File: config.mk
export PLATFORM = sky130hd
export DESIGN_NAME = spi_cfg_port
export DESIGN_NICKNAME = d
export VERILOG_FILES = /design/src/rtl/spi_cfg_pkg.sv /design/src/rtl/spi_cfg_edge.sv /design/src/rtl/spi_cfg_regs.sv /design/src/rtl/spi_cfg_seq.sv /design/src/rtl/spi_cfg_port.sv
export SDC_FILE = /design/constraint.sdc
export NUM_CORES = 1
export LEC_CHECK = 0
export ABC_CLOCK_PERIOD_IN_PS = 2350
export CORE_MARGIN = 2
export CORE_UTILIZATION = 60
export DETAILED_ROUTE_END_ITERATION = 8
export HOLD_SLACK_MARGIN = 0.02
export MAX_ROUTING_LAYER = met4
export PLACE_DENSITY = 0.83
export SLEW_MARGIN = 20
export SYNTH_ARGS = -nofsm -noshare
export SYNTH_HDL_FRONTEND = slang
export SYNTH_SLANG_ARGS = --single-unit
File: constraint.sdc
create_clock -name clk -period 2.35 [get_ports clk]
set_input_delay 0.47 -clock clk [delete_from_list [all_inputs] [get_ports clk]]
set_output_delay 0.47 -clock clk [all_outputs]
set_load 0.01 [all_outputs]
File: src/rtl/spi_cfg_pkg.sv
package spi_cfg_pkg;

    localparam int DATA_W = 8;
    localparam int ADDR_W = 5;
    localparam int LEN_W  = 2;
    localparam int CNT_W  = $clog2(DATA_W);

    localparam int CFG_ADDR  = 0;
    localparam int RATE_ADDR = 1;
    localparam int FMT_ADDR  = 2;
    localparam int BIT_BIDIR = 7;
    localparam int BIT_LSB   = 6;

    typedef logic [DATA_W-1:0] byte_t;

    typedef enum logic [1:0] {
        PH_INSTR = 2'd0,
        PH_DATA  = 2'd1,
        PH_DONE  = 2'd2
    } phase_e;

    typedef struct packed {
        logic             rd;
        logic [LEN_W-1:0] len_m1;
        logic [ADDR_W-1:0] addr;
    } instr_t;

    typedef struct packed {
        logic       bidir;
        logic       lsb_first;
        logic [1:0] interp;
        logic [1:0] modsel;
        logic       binary;
        logic       one_port;
    } cfg_t;

    function automatic byte_t shift_in(byte_t cur, logic d, logic lsb);
        return lsb ? {d, cur[DATA_W-1:1]} : {cur[DATA_W-2:0], d};
    endfunction

    function automatic logic [ADDR_W-1:0] step_addr(logic [ADDR_W-1:0] a, logic lsb);
        return lsb ? a + 1'b1 : a - 1'b1;
    endfunction

    function automatic logic bit_pick(byte_t b, logic [CNT_W-1:0] c, logic lsb);
        int idx;
        idx = lsb ? int'(c) : DATA_W - 1 - int'(c);
        return b[idx];
    endfunction

endpackage

File: src/rtl/spi_cfg_edge.sv
module spi_cfg_edge (
    input  logic clk,
    input  logic rst,
    input  logic sclk,
    input  logic cs_n,
    output logic rise,
    output logic fall
);
    logic sclk_q;

    always_ff @(posedge clk) begin
        if (rst) sclk_q <= 1'b0;
        else     sclk_q <= sclk;
    end

    assign rise = !cs_n &&  sclk && !sclk_q;
    assign fall = !cs_n && !sclk &&  sclk_q;

endmodule

File: src/rtl/spi_cfg_regs.sv
module spi_cfg_regs
    import spi_cfg_pkg::*;
#(
    parameter int NUM_REGS = 4
) (
    input  logic              clk,
    input  logic              rst,
    input  logic              we,
    input  logic [ADDR_W-1:0] waddr,
    input  byte_t             wdata,
    input  logic [ADDR_W-1:0] raddr,
    output byte_t             rdata,
    output cfg_t              cfg
);
    byte_t regs_q [NUM_REGS];

    always_ff @(posedge clk) begin
        for (int i = 0; i < NUM_REGS; i++) begin
            if (rst)                                regs_q[i] <= '0;
            else if (we && waddr == ADDR_W'(i))     regs_q[i] <= wdata;
        end
    end

    always_comb begin
        rdata = '0;
        for (int i = 0; i < NUM_REGS; i++)
            if (raddr == ADDR_W'(i)) rdata = regs_q[i];
    end

    assign cfg.bidir     = regs_q[CFG_ADDR][BIT_BIDIR];
    assign cfg.lsb_first = regs_q[CFG_ADDR][BIT_LSB];
    assign cfg.interp    = regs_q[RATE_ADDR][7:6];
    assign cfg.modsel    = regs_q[RATE_ADDR][5:4];
    assign cfg.binary    = regs_q[FMT_ADDR][7];
    assign cfg.one_port  = regs_q[FMT_ADDR][6];

    generate
        for (genvar g = 0; g < NUM_REGS; g++) begin : g_chk
            // a write strobe lands in exactly the addressed register
            a_r2_write_lands: assert property (@(posedge clk) disable iff (rst)
                (we && waddr == ADDR_W'(g)) |=> regs_q[g] == $past(wdata));
            // without a strobe for this address the register holds
            a_r10_hold_unaddressed: assert property (@(posedge clk) disable iff (rst)
                !(we && waddr == ADDR_W'(g)) |=> $stable(regs_q[g]));
        end
    endgenerate

endmodule

File: src/rtl/spi_cfg_seq.sv
module spi_cfg_seq
    import spi_cfg_pkg::*;
(
    input  logic              clk,
    input  logic              rst,
    input  logic              cs_n,
    input  logic              rise,
    input  logic              fall,
    input  logic              sdio_in,
    input  logic              lsb_first,
    input  byte_t             rdata,
    output logic              we,
    output logic [ADDR_W-1:0] addr,
    output byte_t             wdata,
    output logic              rd_active,
    output logic              out_bit
);
    phase_e            phase_q;
    logic [CNT_W-1:0]  cnt_q;
    byte_t             sh_q;
    logic              rd_q;
    logic [LEN_W-1:0]  left_q;
    logic [ADDR_W-1:0] addr_q;
    logic              out_q;

    byte_t  nxt_byte;
    instr_t instr;
    logic   last_bit;
    logic   lsb_next;

    assign nxt_byte = shift_in(sh_q, sdio_in, lsb_first);
    assign instr    = instr_t'(nxt_byte);
    assign last_bit = (cnt_q == CNT_W'(DATA_W - 1));
    assign we       = rise && phase_q == PH_DATA && !rd_q && last_bit;
    // a write to the format register steers the step that follows it
    assign lsb_next = (we && addr_q == ADDR_W'(CFG_ADDR)) ? nxt_byte[BIT_LSB] : lsb_first;

    always_ff @(posedge clk) begin
        if (rst) begin
            phase_q <= PH_INSTR;
            cnt_q   <= '0;
            sh_q    <= '0;
            rd_q    <= 1'b0;
            left_q  <= '0;
            addr_q  <= '0;
            out_q   <= 1'b0;
        end else if (cs_n) begin
            phase_q <= PH_INSTR;
            cnt_q   <= '0;
        end else begin
            if (rise && phase_q != PH_DONE) begin
                cnt_q <= cnt_q + 1'b1;
                sh_q  <= nxt_byte;
                if (last_bit) begin
                    if (phase_q == PH_INSTR) begin
                        rd_q    <= instr.rd;
                        left_q  <= instr.len_m1;
                        addr_q  <= instr.addr;
                        phase_q <= PH_DATA;
                    end else begin
                        addr_q <= step_addr(addr_q, lsb_next);
                        if (left_q == '0) phase_q <= PH_DONE;
                        else              left_q  <= left_q - 1'b1;
                    end
                end
            end
            if (fall && phase_q == PH_DATA && rd_q)
                out_q <= bit_pick(rdata, cnt_q, lsb_first);
        end
    end

    assign addr      = addr_q;
    assign wdata     = nxt_byte;
    assign rd_active = (phase_q == PH_DATA) && rd_q;
    assign out_bit   = out_q;

    // chip select high returns the port to a fresh instruction
    a_r9_abort_to_instr: assert property (@(posedge clk) disable iff (rst)
        cs_n |=> (phase_q == PH_INSTR && cnt_q == '0));
    // once the counted bytes are done, nothing restarts until deselect
    a_r11_done_holds: assert property (@(posedge clk) disable iff (rst)
        (phase_q == PH_DONE && !cs_n) |=> phase_q == PH_DONE);
    // read data only moves after a serial clock falling edge
    a_r7_out_on_fall: assert property (@(posedge clk) disable iff (rst)
        !fall |=> $stable(out_q));

endmodule

File: src/rtl/spi_cfg_port.sv
module spi_cfg_port
    import spi_cfg_pkg::*;
#(
    parameter int NUM_REGS = 4
) (
    input  logic       clk,
    input  logic       rst,
    input  logic       sclk,
    input  logic       cs_n,
    input  logic       sdio_in,
    output logic       sdio_out,
    output logic       sdio_oe,
    output logic       sdo,
    output logic [1:0] interp_rate,
    output logic [1:0] mod_mode,
    output logic       data_binary,
    output logic       one_port
);
    logic              rise, fall;
    logic              we;
    logic [ADDR_W-1:0] addr;
    byte_t             wdata, rdata;
    logic              rd_active, out_bit;
    cfg_t              cfg;

    spi_cfg_edge u_edge (
        .clk  (clk),
        .rst  (rst),
        .sclk (sclk),
        .cs_n (cs_n),
        .rise (rise),
        .fall (fall)
    );

    spi_cfg_seq u_seq (
        .clk       (clk),
        .rst       (rst),
        .cs_n      (cs_n),
        .rise      (rise),
        .fall      (fall),
        .sdio_in   (sdio_in),
        .lsb_first (cfg.lsb_first),
        .rdata     (rdata),
        .we        (we),
        .addr      (addr),
        .wdata     (wdata),
        .rd_active (rd_active),
        .out_bit   (out_bit)
    );

    spi_cfg_regs #(.NUM_REGS(NUM_REGS)) u_regs (
        .clk   (clk),
        .rst   (rst),
        .we    (we),
        .waddr (addr),
        .wdata (wdata),
        .raddr (addr),
        .rdata (rdata),
        .cfg   (cfg)
    );

    assign sdio_out    = out_bit;
    assign sdio_oe     = rd_active && cfg.bidir && !cs_n;
    assign sdo         = (rd_active && !cfg.bidir && !cs_n) ? out_bit : 1'b0;
    assign interp_rate = cfg.interp;
    assign mod_mode    = cfg.modsel;
    assign data_binary = cfg.binary;
    assign one_port    = cfg.one_port;

    // the shared line is never driven while the host is writing
    a_r8_no_drive_on_write: assert property (@(posedge clk) disable iff (rst)
        we |-> !sdio_oe);
    // in four-wire mode the shared line stays an input
    a_r7_four_wire_quiet: assert property (@(posedge clk) disable iff (rst)
        !cfg.bidir |-> !sdio_oe);

endmodule

==> reports/metrics.yaml, run 1 <==
required_ns: 2.60
dpl_worst_slack_ns: -0.312
p_leak_nw: 1.20
synth_warnings: 0
max_stage_delay_ns: 0.49
synth_commonest_cells: "nor2_1, edfxtp_1, a21oi_1"
wl_met2_um: 3390
port_buffers: 13
rows: 25
grtUsageTotal_pct: 28.4
p_seq_share_pct: 56.6
critical_path_class: "in2reg"
synth_cells: 314
grt_max_degree: 22
power.switching_mw: 0.438
hold_viol: 0
place_hpwl_um: 5080
highest_layer: "met4"
hold_end: "u_seq.left_q[1]"
grt-ovfl-total: 0
async_flop_share_pct: 0
layout-drive-gt1-share_pct: 16.9
hold_buffers: 0
wl_met3_um: 404
cts_tree: "done"
timing_worst_slew_pin_value_ns: 0.591
slew_headroom_pct: 59.5
finClkSkew_ns: 0.0149
firstDrtPassIters: 5
synth_top_area_cell: "edfxtp_1"
area_delta_synth_final_pct: 15.6
yosysMostFrequentCell: "nor2_1"
clkSinkCount: 55
h-tree-depth: 2
holdCritPathClass: "reg2reg"
r2r-end: "u_seq.out_bit"
sw_frac_of_total_pct: 23.1
finalCritPeriodShare_pct: 94.9
postRouteAntennaNets: 0
fin_nets: 350
hold_start: "u_seq.left_q[1]"
status: "finished, final reports clean"
dpl_cell_area_mm2: 0.00327
ys.flop_type: "edfxtp_1"
core_mm2: 0.00475
p_comb_share_pct: 10.2
clk_pin_slew_ns: 0.09
timing.final.ws_setup_ns: 0.121
ys_ff_latch: 55
holdPathStages: 2
setup_viol: 0
crit_arrival_ns: 2.48
worstReg2RegStart: "u_seq.addr[1]"
yosysSeqAreaShare_pct: 47.8
path_buf_inv: 1
cts_root_buf: "clkbuf_8"
synth.distinct_cells: 52
placedCellCount: 396
die_h_um: 74.4
num_antenna_cells: 0
crit_path_top_delay_cell: "clkdlybuf4s50_1"
wl_per_cell_um: 17.4
rr_worst_depth: 8
synthesis.area_mm2: 0.00298
grt_pass1_wl_um: 11300
vias: 2431
routed_wl_um: 7050
p_int_mw: 1.46
start_kind: "primary input"
avgViaCountPerCell: 6.00
grt_antenna_before_repair: 0
post-route-min-period_ns: 2.23
crit_chain: "clkdlybuf4s50_1, nor3b_4, nand4_4, mux2i_4, o41ai_2, mux2_2, a21oi_2"
synth_top_area_share_pct: 32.3
peakVddDrop_mv: 0.347
syn_nets: 327
die_w_um: 74.4
grt_pass1_vias: 2240
drt_iter0_markers: 271
cts_buffer_depth: 2
place.gp.congestion: 0.929
maxCapViolCount: 0
die-area_mm2: 0.00554
m1WireLength_um: 3150
cts_inserted_buffers: 5
synth_area_leaders: "edfxtp_1, dfxtp_1, nor2_1"
clkLatencyLatePin_ns: 0.32
worst-path-max-fanout: 3
route.detailed.drc: 0
synth_edf_count: 32
critical-path-top-delay-family: "multiplexers"
power_mw: 1.90
r2r_slack_ns: 0.12
cp-end-kind: "register"
max_freq_ghz: 0.449
slew_viol_final: 0
p_clk_share_pct: 33.2
power_density_mw_per_mm2: 551
ios: 14
stdcell_count: 405
final_cell_area_mm2: 0.00344
initial_core_util_pct: 62.6
syn_avg_cell_area_um2: 9.48
-- timing repair --
action	in CTS	in global routing
setup endpoints to repair	2	4
pin swaps	0	3
gates cloned	0	0
setup buffers	0	1
resized for setup	4	15
-- registers in the layout, summed over array words and instances (netlist names) --
register	count
u_edge.sclk_q	1
u_regs.regs_q	32
u_seq.addr	5
u_seq.cnt_q	3
u_seq.left_q	2
u_seq.out_bit	1
u_seq.phase_q	2
u_seq.rd_q	1
u_seq.sh_q	8
-- stage by stage --
stage	setup TNS [ns]	hold slack, ns	utilization (%)
after floorplan	0	0.458	-
after global placement	-0.669	0.480	68.9
after detailed placement	-1.30	0.491	68.9
after CTS	0	0.504	71.4
after global routing	-0.105	0.537	72.3
final	0	0.499	72.3
-- power groups by stage --
stage	registers, mW	clock network (mW)	logic (mW)
6_report	1.07	0.629	0.194
4_1_cts	1.07	0.636	0.189
5_1_grt	1.08	0.680	0.209
2_1_floorplan	1.09	0	0.110
3_3_place_gp	1.09	0	0.184
3_5_place_dp	1.09	0	0.188
-- cells by family after synthesis --
family / synth area share [%]
AOI/OAI and AO/OA: 15.6
xor gates and xnor gates: 1.18
adders and majority gates: 3.36
buffers and inverters: 5.76
DFF: 47.8
muxes: 5.21
and+or+nand+nor: 21.1
-- worst min-delay path, delay by kind of cell, from the launching register on --
kind | cells | cell delay, ns
DFF | 1 | 0.32
and+or+nand+nor | 2 | 0.14
-- final cells by class --
type / instances / area (um2)
Clock buffer: 6 / 72.6
Tap cell: 67 / 83.8
Multi-Input combinational cell: 224 / 1430
Fill cell: 360 / 1320
Timing Repair Buffer: 42 / 357
Inverter: 9 / 33.8
Clock inverter: 2 / 37.5
Sequential cell: 55 / 1430
-- per-layer routing --
| metal | track usage, % | vias up |
|---|---|---|
| met1 | 38.6 | 1161 |
| met4 | 7.14 | 0 |
| met2 | 45.1 | 87 |
| li1 | - | 1174 |
| met5 | - | - |
| met3 | 4.07 | 9 |
-- placed cells by master (no fill, tap or decap), types with 2 or more instances in the layout --
| cell type | n |
|---|---|
| nor2_1 | 54 |
| edfxtp_1 | 32 |
| buf_4 | 28 |
| a21oi_1 | 27 |
| dfxtp_1 | 20 |
| nand2_1 | 18 |
| nor3_1 | 14 |
| o21ai_0 | 14 |
| mux2i_1 | 11 |
| a211oi_1 | 11 |
| clkdlybuf4s50_1 | 10 |
| inv_1 | 9 |
| or3_1 | 6 |
| nor2b_1 | 5 |
| nand3b_1 | 5 |
| clkbuf_8 | 5 |
| ha_1 | 4 |
| nand3_1 | 3 |
| nand4_1 | 3 |
| xnor2_1 | 3 |
| a221oi_1 | 3 |
| a31oi_1 | 3 |
| ha_2 | 3 |
| dfxtp_2 | 3 |
| a21o_1 | 2 |
| and2_1 | 2 |
| nor3b_1 | 2 |
| mux2_2 | 2 |
| a21oi_2 | 2 |
| and3b_1 | 2 |
| a221o_1 | 2 |
-- worst max-delay path by stage --
stage	from	to	slack, ns	cells after the start
after global routing	u_seq.addr[1]	u_seq.out_bit	-0.10	8
after CTS	cs_n	u_seq.addr[3]	0.07	8
after detailed placement	cs_n	u_seq.addr[3]	-0.31	8
after floorplan	u_seq.cnt_q[1]	u_seq.addr[3]	0.31	8
after global placement	cs_n	u_seq.addr[3]	-0.21	8
final	sclk	u_seq.addr[3]	0.12	7
Power figures use the tool's default switching activity.
==> run 2, diff against run 1 <==
CAP_MARGIN = 30   (was unset)
SETUP_SLACK_MARGIN = 0.3   (was unset)
==> run 2 against run 1 <==
Non-clock buffer count grew 13. Global-route usage grew 0.37 points. Maximum frequency grew 4.6%. Combinational power grew 5%. Sequential share of layout area shrank 2.2 points. First-iteration DRC count grew 13%. Clock power is essentially flat. Flip-flop and latch count is the same. Via count grew 6.6%.
==> reports/metrics.yaml, run 2 (synthesis results as in run 1) <==
clkLatencyLatePin_ns: 0.32  # about the same
slew_headroom_pct: 61.0  # +1.6 points
holdCritPathClass: "reg2reg"
max_freq_ghz: 0.469  # +4.6%
routed_wl_um: 7820  # +11%
die_w_um: 74.4  # unchanged
p_leak_nw: 1.27  # +5.9%
finClkSkew_ns: 0.0128  # -0.00203 ns
vias: 2592  # +6.6%
h-tree-depth: 2  # unchanged
hold_viol: 0  # unchanged
cts_root_buf: "clkbuf_8"
place_hpwl_um: 5080  # unchanged
peakVddDrop_mv: 0.424  # +22%
fin_util_pct: 76.8  # +4.4 points
finalCritPeriodShare_pct: 90.7  # -4.1 points
ios: 14  # unchanged
drt_iter0_markers: 306  # +13%
cts_buffer_depth: 2  # unchanged
top_register: "u_regs.regs_q"
layout-drive-gt1-share_pct: 23.4  # +6.5 points
fill_cells: 326  # -9.4%
avgViaCountPerCell: 6.20  # +3.3%
placedCellCount: 396  # unchanged
num_antenna_cells: 0  # unchanged
cts_tree: "done"
dpl_worst_slack_ns: -0.312  # unchanged
die-area_mm2: 0.00554  # unchanged
rows: 25  # unchanged
firstDrtPassIters: 5  # unchanged
power_density_mw_per_mm2: 522  # -5.4%
slew_viol_final: 0  # unchanged
p_comb_share_pct: 10.7  # +0.5 points
status: "finished, final reports clean"
grt_pass1_vias: 2280  # +1.8%
place.gp.congestion: 0.929  # unchanged
grt_antenna_before_repair: 0  # unchanged
grt-ovfl-total: 0  # unchanged
holdWs_ns: 0.508  # +0.00928 ns
area_delta_synth_final_pct: 22.7
setup_viol: 0  # unchanged
core_mm2: 0.00475  # unchanged
sw_frac_of_total_pct: 23.3  # +0.21 points
grt_max_degree: 22  # unchanged
stdcell_count: 418  # +3.2%
required_ns: 2.60  # about the same
wl_per_cell_um: 18.7  # +7.4%
worst-path-max-fanout: 2  # -1
power.switching_mw: 0.444  # +1.4%
layout_commonest_cell: "nor2_1"
crit_arrival_ns: 2.38  # -0.10 ns
p_clk_share_pct: 33.1  # about the same
layout_common_cells: "nor2_1, buf_4, edfxtp_1"
maxCapViolCount: 0  # unchanged
die_h_um: 74.4  # unchanged
route.detailed.drc: 0  # unchanged
postRouteAntennaNets: 0  # unchanged
cts_inserted_buffers: 5  # unchanged
rsz0062_at_grt: "true"
clkSinkCount: 55  # unchanged
critical_path_class: "reg2reg"
p_seq_share_pct: 56.2  # -0.4 points
timing.final.ws_setup_ns: 0.218  # +0.0973 ns
timing_worst_slew_pin_value_ns: 0.568  # -0.0230 ns
cp-end-kind: "register"
post-route-min-period_ns: 2.13  # -0.0973 ns
initial_core_util_pct: 62.6  # unchanged
clk_pin_slew_ns: 0.09  # about the same
grtUsageTotal_pct: 28.8  # +0.37 points
start_kind: "register"
fin_nets: 363  # +3.7%
p_int_mw: 1.46  # +0.16%
grt_pass1_wl_um: 11400  # +0.85%
port_buffers: 13  # unchanged
largest_reg_flops: 32  # unchanged
hold_buffers: 0  # unchanged
==> run 2: changes by cell type in the layout (fill, tap and decap cells not counted), moves of 2 or more <==
cell     previous run  this run
inv_1               9         7
dfxtp_4             0         2
ha_4                1         6
buf_4              28        39
xnor2_1             3         1
ha_2                3         0
inv_2               0         2
ha_1                4         2
==> run 2: path summary, 6_finish.rpt <==
path	from	end	slack, ns	cells past startpoint
min	u_seq.sh_q[7]	u_seq.sh_q[7]	0.51	2
max reg2reg	u_seq.cnt_q[0]	u_seq.addr[2]	0.22	9
max	u_seq.cnt_q[0]	u_seq.addr[2]	0.22	9
min reg2reg	u_seq.sh_q[7]	u_seq.sh_q[7]	0.51	2
==> run 2: repair_timing <==
action                                 CTS  global route
resized for setup                       20            24
setup endpoints to repair               11             8
endpoints found under the hold margin    0             0
buffers inserted                         3            11
pin swaps                                6            13
==> run 2: worst max-delay path, stage by stage (launching register included) <==
cell and delay [ns]:
dfxtp_2 0.36, ha_4 0.15, ha_4 0.11, and4bb_2 0.27
nand4_4 0.11, mux2i_4 0.22, buf_6 0.15, mux2i_1 0.11
or4_1 0.40, a31oi_1 0.17
==> run 2: routing by layer <==
| layer | vias up | share of wire [%] | GRT usage [%] |
|---|---|---|---|
| met4 | 0 | 1.6 | 7.74 |
| met2 | 132 | 50 | 45.9 |
| met1 | 1248 | 41 | 38.5 |
| met3 | 15 | 7.7 | 4.47 |
| met5 | - | 0 | - |
| li1 | 1197 | - | - |
==> run 2: final cells by class <==
type	instances	area, um2	area share, %
Clock buffer	6	72.6	1.99
Sequential cell	55	1430	39.2
Timing Repair Buffer	55	462	12.6
Tap cell	67	83.8	2.30
Inverter	9	33.8	0.926
Multi-Input combinational cell	224	1530	41.9
Clock inverter	2	37.5	1.03
==> run 2: power by group through the flow <==
stage	clock network [mW]	registers (mW)	logic, mW
after floorplan	0	1.09	0.110
after global placement	0	1.09	0.184
after detailed placement	0	1.09	0.188
after CTS	0.636	1.07	0.192
after global routing	0.676	1.07	0.218
final	0.630	1.07	0.204
==> run 2: per-stage QoR <==
stage / power (mW) / cell area (um2) / TNS (ns)
after detailed placement: 1.28 / 3270 / -1.30
final: 1.90 / 3650 / 0
after global placement: 1.28 / 3270 / -0.669
after global routing: 1.97 / 3650 / 0
after CTS: 1.90 / 3460 / 0
after floorplan: 1.20 / 2980 / 0
